<file path="config.mk">
export PLATFORM = sky130hd
export DESIGN_NAME = clkpm_ctrl
export DESIGN_NICKNAME = d
export VERILOG_FILES = /design/src/rtl/clkpm_pkg.sv /design/src/rtl/clkpm_wake.sv /design/src/rtl/clkpm_presc.sv /design/src/rtl/clkpm_fsm.sv /design/src/rtl/clkpm_ctrl.sv
export SDC_FILE = /design/constraint.sdc
export NUM_CORES = 1
export LEC_CHECK = 0
export BUFFER_PORTS_ARGS = -buffer_cell sky130_fd_sc_hd__buf_2
export CAP_MARGIN = 15
export CORE_MARGIN = 8
export CORE_UTILIZATION = 45
export DETAILED_ROUTE_END_ITERATION = 10
export GPL_ROUTABILITY_DRIVEN = 0
export GPL_TIMING_DRIVEN = 1
export MAX_ROUTING_LAYER = met4
export PLACE_DENSITY_LB_ADDON = 0.05
export SLEW_MARGIN = 20
export SYNTH_ARGS = -nofsm -noshare
export SYNTH_HDL_FRONTEND = slang
export SYNTH_SLANG_ARGS = --single-unit
</file>
<file path="constraint.sdc">
create_clock -name clk -period 4.27 [get_ports clk]
set_input_delay 0.854 -clock clk [delete_from_list [all_inputs] [get_ports clk]]
set_output_delay 0.854 -clock clk [all_outputs]
set_load 0.02 [all_outputs]
</file>
<file path="src/rtl/clkpm_pkg.sv">
package clkpm_pkg;

  typedef enum logic [2:0] {
    M_FAST = 3'd0,
    M_SLOW = 3'd1,
    M_IDLE = 3'd2,
    M_STOP = 3'd3,
    M_WARM = 3'd4
  } pm_mode_e;

  // number of base ticks per divided-clock period
  function automatic int unsigned div_span(input int unsigned sel);
    return 32'd1 << sel;
  endfunction

  // edge of the chosen direction between two samples
  function automatic logic pin_hit(input logic prev, input logic cur, input logic rise);
    return rise ? (~prev & cur) : (prev & ~cur);
  endfunction

  function automatic logic is_run(input pm_mode_e m);
    return (m == M_FAST) || (m == M_SLOW);
  endfunction

endpackage

</file>
<file path="src/rtl/clkpm_wake.sv">
module clkpm_wake
  import clkpm_pkg::*;
#(
  parameter int N_PINS = 3
) (
  input  logic              clk,
  input  logic              rst_n,
  input  logic [N_PINS-1:0] pins,
  input  logic [N_PINS-2:0] pol,
  input  logic              tmr_wake,
  input  logic              idle_now,
  input  logic              wake_ack,
  output logic              pin_edge,
  output logic              wake_ev,
  output logic              pend
);

  logic [N_PINS-1:0] pin_q;
  logic [N_PINS-1:0] pin_d;
  logic [N_PINS-1:0] hit;

  always_ff @(posedge clk or negedge rst_n) begin
    if (!rst_n) begin
      pin_q <= '1;
      pin_d <= '1;
    end else begin
      pin_q <= pins;
      pin_d <= pin_q;
    end
  end

  generate
    for (genvar i = 0; i < N_PINS; i++) begin : g_pin
      if (i == 0) begin : g_fall_only
        assign hit[i] = pin_hit(pin_d[i], pin_q[i], 1'b0);
      end else begin : g_sel
        assign hit[i] = pin_hit(pin_d[i], pin_q[i], pol[i-1]);
      end
    end
  endgenerate

  assign pin_edge = |hit;
  assign wake_ev  = pin_edge | (tmr_wake & idle_now);

  always_ff @(posedge clk or negedge rst_n) begin
    if (!rst_n)        pend <= 1'b0;
    else if (wake_ev)  pend <= 1'b1;
    else if (wake_ack) pend <= 1'b0;
  end

endmodule

</file>
<file path="src/rtl/clkpm_presc.sv">
module clkpm_presc
  import clkpm_pkg::*;
#(
  parameter int PSC_W = 2
) (
  input  logic             clk,
  input  logic             rst_n,
  input  logic             base_tick,
  input  logic [PSC_W-1:0] psc_sel,
  output logic             sys_ce
);

  localparam int CNT_W = (1 << PSC_W) - 1;

  logic [CNT_W-1:0] cnt;
  logic [CNT_W-1:0] last;
  logic [PSC_W-1:0] sel_act;

  assign last   = CNT_W'(div_span(32'(sel_act)) - 32'd1);
  assign sys_ce = base_tick && (cnt == last);

  always_ff @(posedge clk or negedge rst_n) begin
    if (!rst_n) begin
      cnt     <= '0;
      sel_act <= '0;
    end else if (base_tick) begin
      if (sys_ce) begin
        cnt     <= '0;
        sel_act <= psc_sel;
      end else begin
        cnt <= cnt + 1'b1;
      end
    end
  end

endmodule

</file>
<file path="src/rtl/clkpm_fsm.sv">
module clkpm_fsm
  import clkpm_pkg::*;
#(
  parameter int STABLE_TICKS = 16
) (
  input  logic       clk,
  input  logic       rst_n,
  input  logic       cmd_valid,
  input  logic [1:0] cmd_mode,
  input  logic       fast_ok,
  input  logic       slow_ok,
  input  logic       slow_tick,
  input  logic       pin_edge,
  input  logic       wake_ev,
  input  logic       pend,
  output pm_mode_e   mode,
  output logic       ret_slow,
  output logic       warm_done
);

  localparam int SW = $clog2(STABLE_TICKS);
  localparam logic [SW-1:0] LAST = SW'(STABLE_TICKS - 1);

  pm_mode_e      nxt;
  pm_mode_e      ret_mode;
  logic [SW-1:0] cnt;
  logic          ret_ok;
  logic          block;

  assign ret_mode  = ret_slow ? M_SLOW : M_FAST;
  assign ret_ok    = ret_slow ? slow_ok : fast_ok;
  assign block     = pend | wake_ev;
  assign warm_done = (mode == M_WARM) && slow_tick && ret_ok && (cnt == LAST);

  always_comb begin
    nxt = mode;
    case (mode)
      M_FAST, M_SLOW: begin
        if (cmd_valid) begin
          case (cmd_mode)
            2'd0: if (mode == M_FAST || fast_ok) nxt = M_FAST;
            2'd1: nxt = M_SLOW;
            2'd2: if (!block) nxt = M_IDLE;
            default: if (!block) nxt = M_STOP;
          endcase
        end
      end
      M_IDLE: if (wake_ev)   nxt = ret_mode;
      M_STOP: if (pin_edge)  nxt = M_WARM;
      M_WARM: if (warm_done) nxt = ret_mode;
      default: nxt = M_FAST;
    endcase
  end

  always_ff @(posedge clk or negedge rst_n) begin
    if (!rst_n) begin
      mode     <= M_FAST;
      ret_slow <= 1'b0;
      cnt      <= '0;
    end else begin
      mode <= nxt;
      if (is_run(mode)) ret_slow <= (mode == M_SLOW);
      if (mode != M_WARM || !ret_ok) cnt <= '0;
      else if (slow_tick)            cnt <= cnt + 1'b1;
    end
  end

endmodule

</file>
<file path="src/rtl/clkpm_ctrl.sv">
module clkpm_ctrl
  import clkpm_pkg::*;
#(
  parameter int N_PINS       = 3,
  parameter int PSC_W        = 2,
  parameter int STABLE_TICKS = 16
) (
  input  logic              clk,
  input  logic              rst_n,
  input  logic              fast_ok,
  input  logic              slow_ok,
  input  logic              slow_tick,
  input  logic              cmd_valid,
  input  logic [1:0]        cmd_mode,
  input  logic              fast_keep,
  input  logic [PSC_W-1:0]  psc_sel,
  input  logic [N_PINS-1:0] ext_pin,
  input  logic [N_PINS-2:0] edge_pol,
  input  logic              tmr_wake,
  input  logic              wake_ack,
  output logic              cpu_ce,
  output logic              fast_osc_en,
  output logic              slow_osc_en,
  output logic              tbase_ce,
  output logic              sys_ce,
  output logic [2:0]        mode_o,
  output logic              wake_pend
);

  pm_mode_e mode;
  logic     pin_edge;
  logic     wake_ev;
  logic     ret_slow;
  logic     warm_done;
  logic     base_tick;

  clkpm_wake #(.N_PINS(N_PINS)) u_wake (
    .clk      (clk),
    .rst_n    (rst_n),
    .pins     (ext_pin),
    .pol      (edge_pol),
    .tmr_wake (tmr_wake),
    .idle_now (mode == M_IDLE),
    .wake_ack (wake_ack),
    .pin_edge (pin_edge),
    .wake_ev  (wake_ev),
    .pend     (wake_pend)
  );

  clkpm_fsm #(.STABLE_TICKS(STABLE_TICKS)) u_fsm (
    .clk       (clk),
    .rst_n     (rst_n),
    .cmd_valid (cmd_valid),
    .cmd_mode  (cmd_mode),
    .fast_ok   (fast_ok),
    .slow_ok   (slow_ok),
    .slow_tick (slow_tick),
    .pin_edge  (pin_edge),
    .wake_ev   (wake_ev),
    .pend      (wake_pend),
    .mode      (mode),
    .ret_slow  (ret_slow),
    .warm_done (warm_done)
  );

  always_comb begin
    case (mode)
      M_FAST:         base_tick = 1'b1;
      M_SLOW, M_IDLE: base_tick = slow_tick;
      default:        base_tick = 1'b0;
    endcase
  end

  clkpm_presc #(.PSC_W(PSC_W)) u_presc (
    .clk       (clk),
    .rst_n     (rst_n),
    .base_tick (base_tick),
    .psc_sel   (psc_sel),
    .sys_ce    (sys_ce)
  );

  always_comb begin
    case (mode)
      M_FAST:  fast_osc_en = 1'b1;
      M_SLOW:  fast_osc_en = fast_keep;
      M_WARM:  fast_osc_en = ~ret_slow;
      default: fast_osc_en = 1'b0;
    endcase
  end

  assign slow_osc_en = (mode != M_STOP);
  assign tbase_ce    = slow_tick & (mode != M_STOP);
  assign cpu_ce      = sys_ce & is_run(mode);
  assign mode_o      = mode;

endmodule

</file>
After elaboration in Yosys (flattened, before gate mapping):

Index checks and enable logic that the tools add are counted.

* register bits: 20
* input bits: 18
* output and inout bits: 9
* logic and storage cells: 82

* add/subtract/negate cells: 3
* equality and inequality tests: 17
* shifts and indexed selects: 1
* muxes and demuxes: 20
* bitwise logic cells: 16
* reductions and logical operators: 17

Operators with widths (number)
* 2-to-1 mux 3 bit: 8
* case mux 3 bit (4 select lines): 1
* case mux 3 bit (3 select lines): 1
* bitwise AND 1 bit: 8
* 2-to-1 mux 4 bit: 2
* AND reduction 7 bit: 1
* == test 3 x 2 -> 1 bit, second input constant: 2
* 2-to-1 mux 1 bit: 6
* != test 3 x 2 -> 1 bit, second input constant: 2
* != test 3 bit, second input constant: 2
* NOT 1 bit: 6
* adder 4 x 1 -> 4 bit, second input constant: 1
* == test 4 bit, second input constant: 1
* logical AND 1 bit: 4
* != test 2 x 1 -> 1 bit, second input constant: 2
* != test 2 bit, second input constant: 2
* != test 4 bit, second input constant: 1
* nonzero test 2 bit: 2
* OR reduction 2 bit: 2
* adder 3 x 1 -> 3 bit, second input constant: 1
* == test 3 x 1 -> 1 bit, second input constant: 1
* == test 3 bit: 1
* == test 3 bit, second input constant: 1
* logical NOT 3 bit: 1
* 12 further kinds: 15

Depth between registers and ports, before layout:

Gate-level depths: netlist (run 1).

* depth after elaboration: 10
* depth in mapped cells: 7
* gate-level depth less buffers: 7

Cells and area by module:

Synthesis (run 1) repeated with hierarchy kept, for this count alone.

* cell total of the unflattened synthesis: 116
* area total of the unflattened synthesis: 1179.9 µm²

By module, submodules not included
* clkpm_fsm: instances 1, cells an instance 45, area an instance 473.0 µm², sequential area each 200.2 µm²
* clkpm_presc: instances 1, cells an instance 42, area an instance 380.4 µm², sequential area each 125.1 µm²
* clkpm_wake: instances 1, cells an instance 19, area an instance 257.7 µm², sequential area each 182.7 µm²
* clkpm_ctrl: instances 1, cells an instance 10, area an instance 68.8 µm², sequential area each 0.0 µm²

Worst setup path before layout (run 1):

No wires, ideal clock.

* kind: input -> output
* start point: in slow_tick
* end point: out cpu_ce
* data arrival time: 1.969 ns
* data required time: 3.416 ns
* setup slack: 1.447 ns
* stages: 4
* path buffers: 1
* path through: a21oi_1 > or2_1 > clkbuf_1 > nor4_1

* cells in the longest elaborated chain, start to end: 3

Ends and longest elaborated chain
* start: declaration: line clkpm_ctrl.sv:12 `input logic slow_tick,`
* case mux 1 bit (2 select lines): line clkpm_ctrl.sv:67 `case (mode)`
* logical AND 1 bit: line clkpm_presc.sv:20 `assign sys_ce = base_tick && (cnt == last);`
* bitwise AND 1 bit: line clkpm_ctrl.sv:93 `assign cpu_ce = sys_ce & is_run(mode);`
* end: declaration: line clkpm_ctrl.sv:21 `output logic cpu_ce,`

No other way between the ends.

Worst setup path after layout (run 1):

* start point: reg u_presc.cnt[1]
* end point: out cpu_ce

* cells in the longest elaborated chain, start to end: 3

Ends and longest elaborated chain
* start: declaration: line clkpm_presc.sv:15 `logic [CNT_W-1:0] cnt;`
* start signal: assignment: line clkpm_presc.sv:31 `cnt <= cnt + 1'b1;`
* == test 3 bit: line clkpm_presc.sv:20
* logical AND 1 bit: line clkpm_presc.sv:20
* bitwise AND 1 bit: line clkpm_ctrl.sv:93

No other way between the ends.

==> metrics.md, run 1 <==
| Metric | Value |
|---|---|
| # fillers | `230` |
| TritonCTS Buffers | `3` |
| TNS Setup | `0 ns` |
| CTS root buf | `clkbuf_4` |
| Clk network pwr share | `28.4%` |
| Met3 Track Usage GR | `3.73%` |
| Synth Area in Adders | `2.23%` |
| Static leakage | `0.571 nW` |
| Latest clock arrival within the worst-skew pair | `0.30 ns` |
| Final Skew | `0.0114 ns` |
| Reg power frac | `62.0%` |
| Ranking of synthesized cells by area | `dfrtp_1 (31%), dfstp_2 (14%), nand2_1 (4.7%)` |
| Busiest layer in global routing | `met2` |
| Clk sink count | `20` |
| Largest stage delay on the critical path | `0.47 ns` |
| Combinational family with the most area after synthesis | `simple AND/OR/NAND/NOR gates` |
| Synth unique cells | `45` |
| Area of the multi-input gates | `573 µm²` |
| Final slew viol count | `0` |
| Avg WL per Cell | `14.0 µm` |
| Xor and xnor fraction of the mapped netlist area | `3.12%` |
| Dpl ws | `1.55 ns` |
| IO Count | `27` |
| Critical path, cell by cell | `or3_1, nand2_1, a32o_1, a22oi_4, nor4_1, buf_2` |
| Mean Syn Cell Area | `9.77 µm²` |
| Global-route wire length before repair | `3930 µm` |
| Crit path required time | `3.42 ns` |
| Status | `completed` |
| DR vias/cell | `5.37` |
| Power, Total | `0.326 mW` |
| RSZ-0062 raised after global routing | `no` |
| Top_reg_cell synth | `dfrtp_1` |
| Period utilisation layout | `64.5%` |
| Cells after Synth | `115` |
| Clock Pin Slew Worst Setup and Hold Paths | `0.12 ns` |
| Mapped Area | `1120 µm²` |
| Die Ht | `66.0 µm` |
| TritonCTS clock tree | `built` |
| Slew HR | `62.2%` |
| Register area share after synthesis | `45.2%` |
| Clock period minus worst slack | `2.76 ns` |
| GR met1 Demand/Resource | `14.4%` |
| Vias | `918` |
| Worst Tran Pin Value | `0.563 ns` |
| Initial antenna violation count | `0` |
| Worst setup SP type | `flip-flop` |
| Worst VDD drop | `0.000197 V` |
| Post-Route WL | `2400 µm` |
| Crit Path Max Fanout | `7` |
| Synth top cells by count | `dfrtp_1 (14), nand2_1 (14), nor2_1 (13)` |
| # rows | `18` |
| Post-synth EDFFs | `0` |
| Int Pwr | `0.248 mW` |
| Final hold violation count | `0` |
| Post-CTS Repair Setup Buffers | `0` |
| CP Class | `flip-flop to output port` |
| Die area | `4350 µm²` |
| Initial Utilization | `46.2%` |
| Ys Warns | `0` |
| Met2 Resource Use GR | `17.2%` |
| Layout cells sized above 1 | `31.2%` |
| Compound-Gate Fraction of Synth Area | `15.0%` |
| DP HPWL | `1850 µm` |
| GRT Overall Usage | `11.9%` |
| Hold/Removal Path Class | `flip-flop to flip-flop` |
| Logic pwr share | `9.6%` |
| Fraction of registers with async set or reset after synthesis | `100%` |
| Pin count of the biggest net entering global routing | `21` |
| Area Growth Syn to Fin | `15.1%` |
| Port bufs | `26` |
| Switching Share | `24.0%` |
| DRT iter0 DRCs | `50` |
| Syn_nets | `135` |
| H-tree levels | `1` |
| Setup-failing EPs final | `0` |
| WP data arrival | `1.90 ns` |
| Clk buf depth | `2` |
| Vias in the first global route | `838` |
| Post-synth top area share | `31.2%` |
| Mux contribution to synthesized area | `5.01%` |
| Largest area contributor in the netlist | `dfrtp_1` |
| GRT Residual Overflow | `0` |
| Ant. Diodes | `0` |
| Hold Buf Count CTS | `0` |
| Drt drc | `0` |
| MaxCap Viol Count | `0` |
| Final ANT Viol Nets | `0` |
| Slowest cell on crit path | `dfrtp_1` |
| Yosys reg bits | `20` |
| Psw | `0.0780 mW` |
| Power per standard cell area | `252 nW/µm²` |
| Post_cts resized | `0` |
| First-pass DRT Iterations | `4` |
| Fmax achieved | `363 MHz` |
| FF/Latch Area | `508 µm²` |
| Nets | `162` |
| Die X | `66.0 µm` |
| Crit end category | `output port` |
| Total core area | `2430 µm²` |
| Simple logic cell fraction of the synthesized area | `25.6%` |
| Final setup margin | `1.51 ns` |
-- cell usage in the layout (no fill, tap or decap), types with 2 or more instances in the layout --
| master | count |
|---|---|
| a31oi_1 | 2 |
| nand2b_1 | 2 |
| mux2i_1 | 3 |
| a21oi_1 | 6 |
| o21ai_1 | 4 |
| nand3_1 | 2 |
| or3_1 | 2 |
| inv_1 | 4 |
| nand4_1 | 4 |
| xnor2_1 | 2 |
| xor2_1 | 2 |
| nor2_1 | 13 |
| nand2_1 | 14 |
| ha_1 | 2 |
| clkbuf_4 | 3 |
| nor3_1 | 2 |
| nor2b_1 | 2 |
| dfrtp_1 | 14 |
| buf_2 | 26 |
| a22o_1 | 2 |
| dfstp_2 | 6 |
-- power by group through the flow --
stage | clock network [mW] | logic (mW) | registers (mW)
after global routing | 0.105 | 0.0353 | 0.203
final | 0.0925 | 0.0311 | 0.202
after CTS | 0.0984 | 0.0317 | 0.202
after detailed placement | 0 | 0.0316 | 0.205
after floorplan | 0 | 0.0131 | 0.206
after global placement | 0 | 0.0307 | 0.205
-- cell type report --
cell class                      instances  share of cell area [%]
Clock buffer                            4                    2.03
Inverter                                5                    1.45
Multi-Input combinational cell         86                    44.3
Sequential cell                        20                    39.3
Tap cell                               30                    2.90
Timing Repair Buffer                   26                    10.1
-- critical path: cells and delay by family (launching register included) --
kind / cells / cell delay (ns)
flops: 1 / 0.47
compound gates: 2 / 0.29
simple gates: 3 / 0.62
buf+inv: 1 / 0.21
-- layer usage --
layer	part of all wire, %	vias up
met5	0	-
met4	1.8	0
met3	6.5	4
met2	45	22
met1	46	430
li1	-	462
-- sequential cells by signal, summed over array words and instances (netlist names) --
register / count
u_fsm.cnt: 4
u_fsm.mode: 3
u_fsm.ret_slow: 1
u_presc.cnt: 3
u_presc.sel_act: 2
u_wake.pend: 1
u_wake.pin_d: 3
u_wake.pin_q: 3
-- metrics by stage --
stage                     instances  hold WS [ns]  cell area [µm²]  util (%)
after floorplan                 115         0.351             1120         -
after global placement          167         0.354             1270      52.1
after detailed placement        167         0.358             1270      52.1
after CTS                       171         0.374             1290      53.2
after global routing            171         0.377             1290      53.2
final                           171         0.371             1290      53.2
-- logic make-up (layout without fill, tap and decap cells) --
| family | count (synthesis) | after routing |
|---|---|---|
| AND/OR/NAND/NOR | 53 | 53 |
| AO/OA/AOI/OAI | 22 | 22 |
| flip-flops | 20 | 20 |
| buffers and inverters | 9 | 35 |
| multiplexers | 5 | 5 |
| XOR/XNOR | 4 | 4 |
| adder cells (fa/ha/maj) | 2 | 2 |
-- path summary, 6_finish.rpt --
kind,startpoint,endpoint,slack (ns),cells after the start
min,u_wake.pin_q[0],u_wake.pin_d[0],0.37,0
min in group asynchronous,rst_n,u_fsm.cnt[2],0.49,1
max reg2reg,u_fsm.mode[2],u_fsm.mode[0],2.47,5
max,u_presc.cnt[1],cpu_ce,1.51,6
min reg2reg,u_wake.pin_q[0],u_wake.pin_d[0],0.37,0
max in group asynchronous,rst_n,u_wake.pin_d[2],3.43,1
Power figures use the tool's default switching activity.
==> run 2, diff against run 1 <==
==> constraint.sdc (replaced) <==
create_clock -name clk -period 2.54 [get_ports clk]
set_input_delay 0.508 -clock clk [delete_from_list [all_inputs] [get_ports clk]]
set_output_delay 0.508 -clock clk [all_outputs]
set_load 0.02 [all_outputs]
==> run 2 against run 1 <==
Clock power increased to 2.8 times the previous value. Total power increased by 100%. Via count increased by 0.98%. Wire length decreased by 0.50%. Highest routed layer unchanged. Register-to-register slack got worse by 1.7 ns. Non-clock buffer count increased by 1. Worst setup slack got worse by 1.3 ns. Critical endpoint unchanged. Die area unchanged. Core utilization increased by 1.7 points. Final cell count increased by 0.58%. Clock skew decreased by 0.0094 ns.
==> metrics.md, run 2 (synthesis results as in run 1) <==
| Metric | Value |
|---|---|
| Worst Tran Pin Value | `0.502 ns` |
| Worst setup SP type | `flip-flop` |
| Clk sink count | `20` |
| Setup-failing EPs final | `0` |
| Drt drc | `0` |
| Final hold violation count | `0` |
| Hold Buf Count CTS | `0` |
| Nets | `163` |
| GRT Overall Usage | `12.0%` |
| Die area | `4350 µm²` |
| Commonest non-fill, non-tap cell in the layout | `buf_2` |
| Final Non-Filler Cells | `172` |
| TNS Setup | `0 ns` |
| TritonCTS Buffers | `3` |
| Final Skew | `0.00207 ns` |
| Final ANT Viol Nets | `0` |
| CTS root buf | `clkbuf_4` |
| Largest stage delay on the critical path | `0.46 ns` |
| Crit end category | `output port` |
| # fillers | `237` |
| Ant. Diodes | `0` |
| Die X | `66.0 µm` |
| CP Class | `flip-flop to output port` |
| Vias | `927` |
| Slowest cell on crit path | `dfrtp_2` |
| MaxCap Viol Count | `0` |
| TritonCTS clock tree | `built` |
| Top reg by flops | `u_fsm.cnt` |
| Clock period minus worst slack | `2.36 ns` |
| First-pass DRT Iterations | `4` |
| Crit-path leading delay family | `simple AND/OR/NAND/NOR gates` |
| Vias in the first global route | `888` |
| Worst VDD drop | `0.000467 V` |
| WP data arrival | `1.85 ns` |
| # rows | `18` |
| Static leakage | `0.588 nW` |
| WHS | `0.127 ns` |
| Avg WL per Cell | `13.9 µm` |
| Final setup margin | `0.184 ns` |
| Slew HR | `66.3%` |
| R2R Path End | `u_fsm.mode[0]` |
| Post-Route WL | `2380 µm` |
| Most frequent cells in the layout | `buf_2 (26), nand2_1 (14), nor2_1 (13), dfrtp_1 (13)` |
| Worst path bufs/invs | `1` |
| DP HPWL | `1860 µm` |
| Port bufs | `26` |
| Total core area | `2430 µm²` |
| Crit path required time | `2.03 ns` |
| RSZ-0062 raised after global routing | `no` |
| Layout cells sized above 1 | `33.8%` |
| Initial Utilization | `46.2%` |
| H-tree levels | `1` |
| Fmax achieved | `424 MHz` |
| Worst r2r src | `u_fsm.mode[0]` |
| Clk buf depth | `2` |
| Post-CTS Repair Setup Buffers | `0` |
| Final slew viol count | `0` |
| Post_cts resized | `0` |
| IO Count | `27` |
| Crit Path Max Fanout | `7` |
| DRT iter0 DRCs | `64` |
| Dpl ws | `0.468 ns` |
| DP Cell Count | `168` |
| Power per standard cell area | `489 nW/µm²` |
| Period utilisation layout | `92.8%` |
| FF/Latch Area | `509 µm²` |
| Area Growth Syn to Fin | `18.8%` |
| Clock Pin Slew Worst Setup and Hold Paths | `0.12 ns` |
| GRT Residual Overflow | `0` |
| Pin count of the biggest net entering global routing | `21` |
| Status | `completed` |
| Latest clock arrival within the worst-skew pair | `0.30 ns` |
| Reg2reg path depth | `6` |
| Die Ht | `66.0 µm` |
| Hold/Removal Path Class | `primary input to async pin` |
| Initial antenna violation count | `0` |
| Global-route wire length before repair | `4050 µm` |
| Area of the multi-input gates | `579 µm²` |
| Critical path, cell by cell | `or3_1, nand2_1, a32o_1, a22oi_4, nor4_2, buf_2` |
| DR vias/cell | `5.39` |
| Max FFs per register | `4` |
| Reg-to-reg slack, setup | `0.74 ns` |
## run 2: cell types whose count changed in the layout (fill, tap and decap cells not counted)
cell and change:
dfrtp_2 +1, nor4_2 +1, buf_4 +1, bufinv_16 +1, nor4_1 -1, clkbuf_1 -1
dfrtp_1 -1
## run 2: worst reg2reg max path, delay by kind of cell (launching register included)
kind	cells	cell delay (ns)
compound gates	1	0.13
mux	1	0.29
buf+inv	1	0.19
flops	1	0.43
simple gates	3	0.67
## run 2: metrics by stage
| stage | area, µm² | total power, mW | utilization, % |
|---|---|---|---|
| after floorplan | 1120 | 0.368 | - |
| after global placement | 1270 | 0.397 | 52.4 |
| after detailed placement | 1270 | 0.398 | 52.4 |
| after CTS | 1330 | 0.664 | 54.6 |
| after global routing | 1340 | 0.682 | 54.9 |
| final | 1340 | 0.653 | 54.9 |
## run 2: area by class of cell
class / count / share of cell area, %
tap: 30 / 2.81
multi-input combinational: 86 / 43.4
inverter: 5 / 1.41
clock inverter: 1 / 2.25
clock buffer: 3 / 1.69
timing repair buffer: 27 / 10.3
sequential: 20 / 38.1
## run 2: worst max path at each step
stage | start | slack, ns | cells after the start | endpoint
finish | u_presc.cnt[1] | 0.18 | 6 | cpu_ce
global route | u_presc.cnt[1] | 0.06 | 6 | cpu_ce
CTS | u_presc.cnt[1] | 0.12 | 6 | cpu_ce
detailed placement | u_presc.cnt[1] | 0.47 | 6 | cpu_ce
global placement | u_presc.cnt[1] | 0.50 | 6 | cpu_ce
floorplan | u_fsm.mode[0] | 0.19 | 6 | cpu_ce
## run 2: power breakdown
part | switching [mW] | internal [mW]
registers | 0.00758 | 0.332
clock network | 0.102 | 0.160
logic | 0.0287 | 0.0228
total | 0.139 | 0.515
## run 2: layer usage
layer | GRT usage [%] | up-vias | share of wire [%]
met5 | - | - | 0
met3 | 4.41 | 2 | 6.2
met2 | 18.0 | 19 | 47
met4 | 3.20 | 0 | 0.80
met1 | 14.8 | 445 | 46
li1 | - | 461 | -
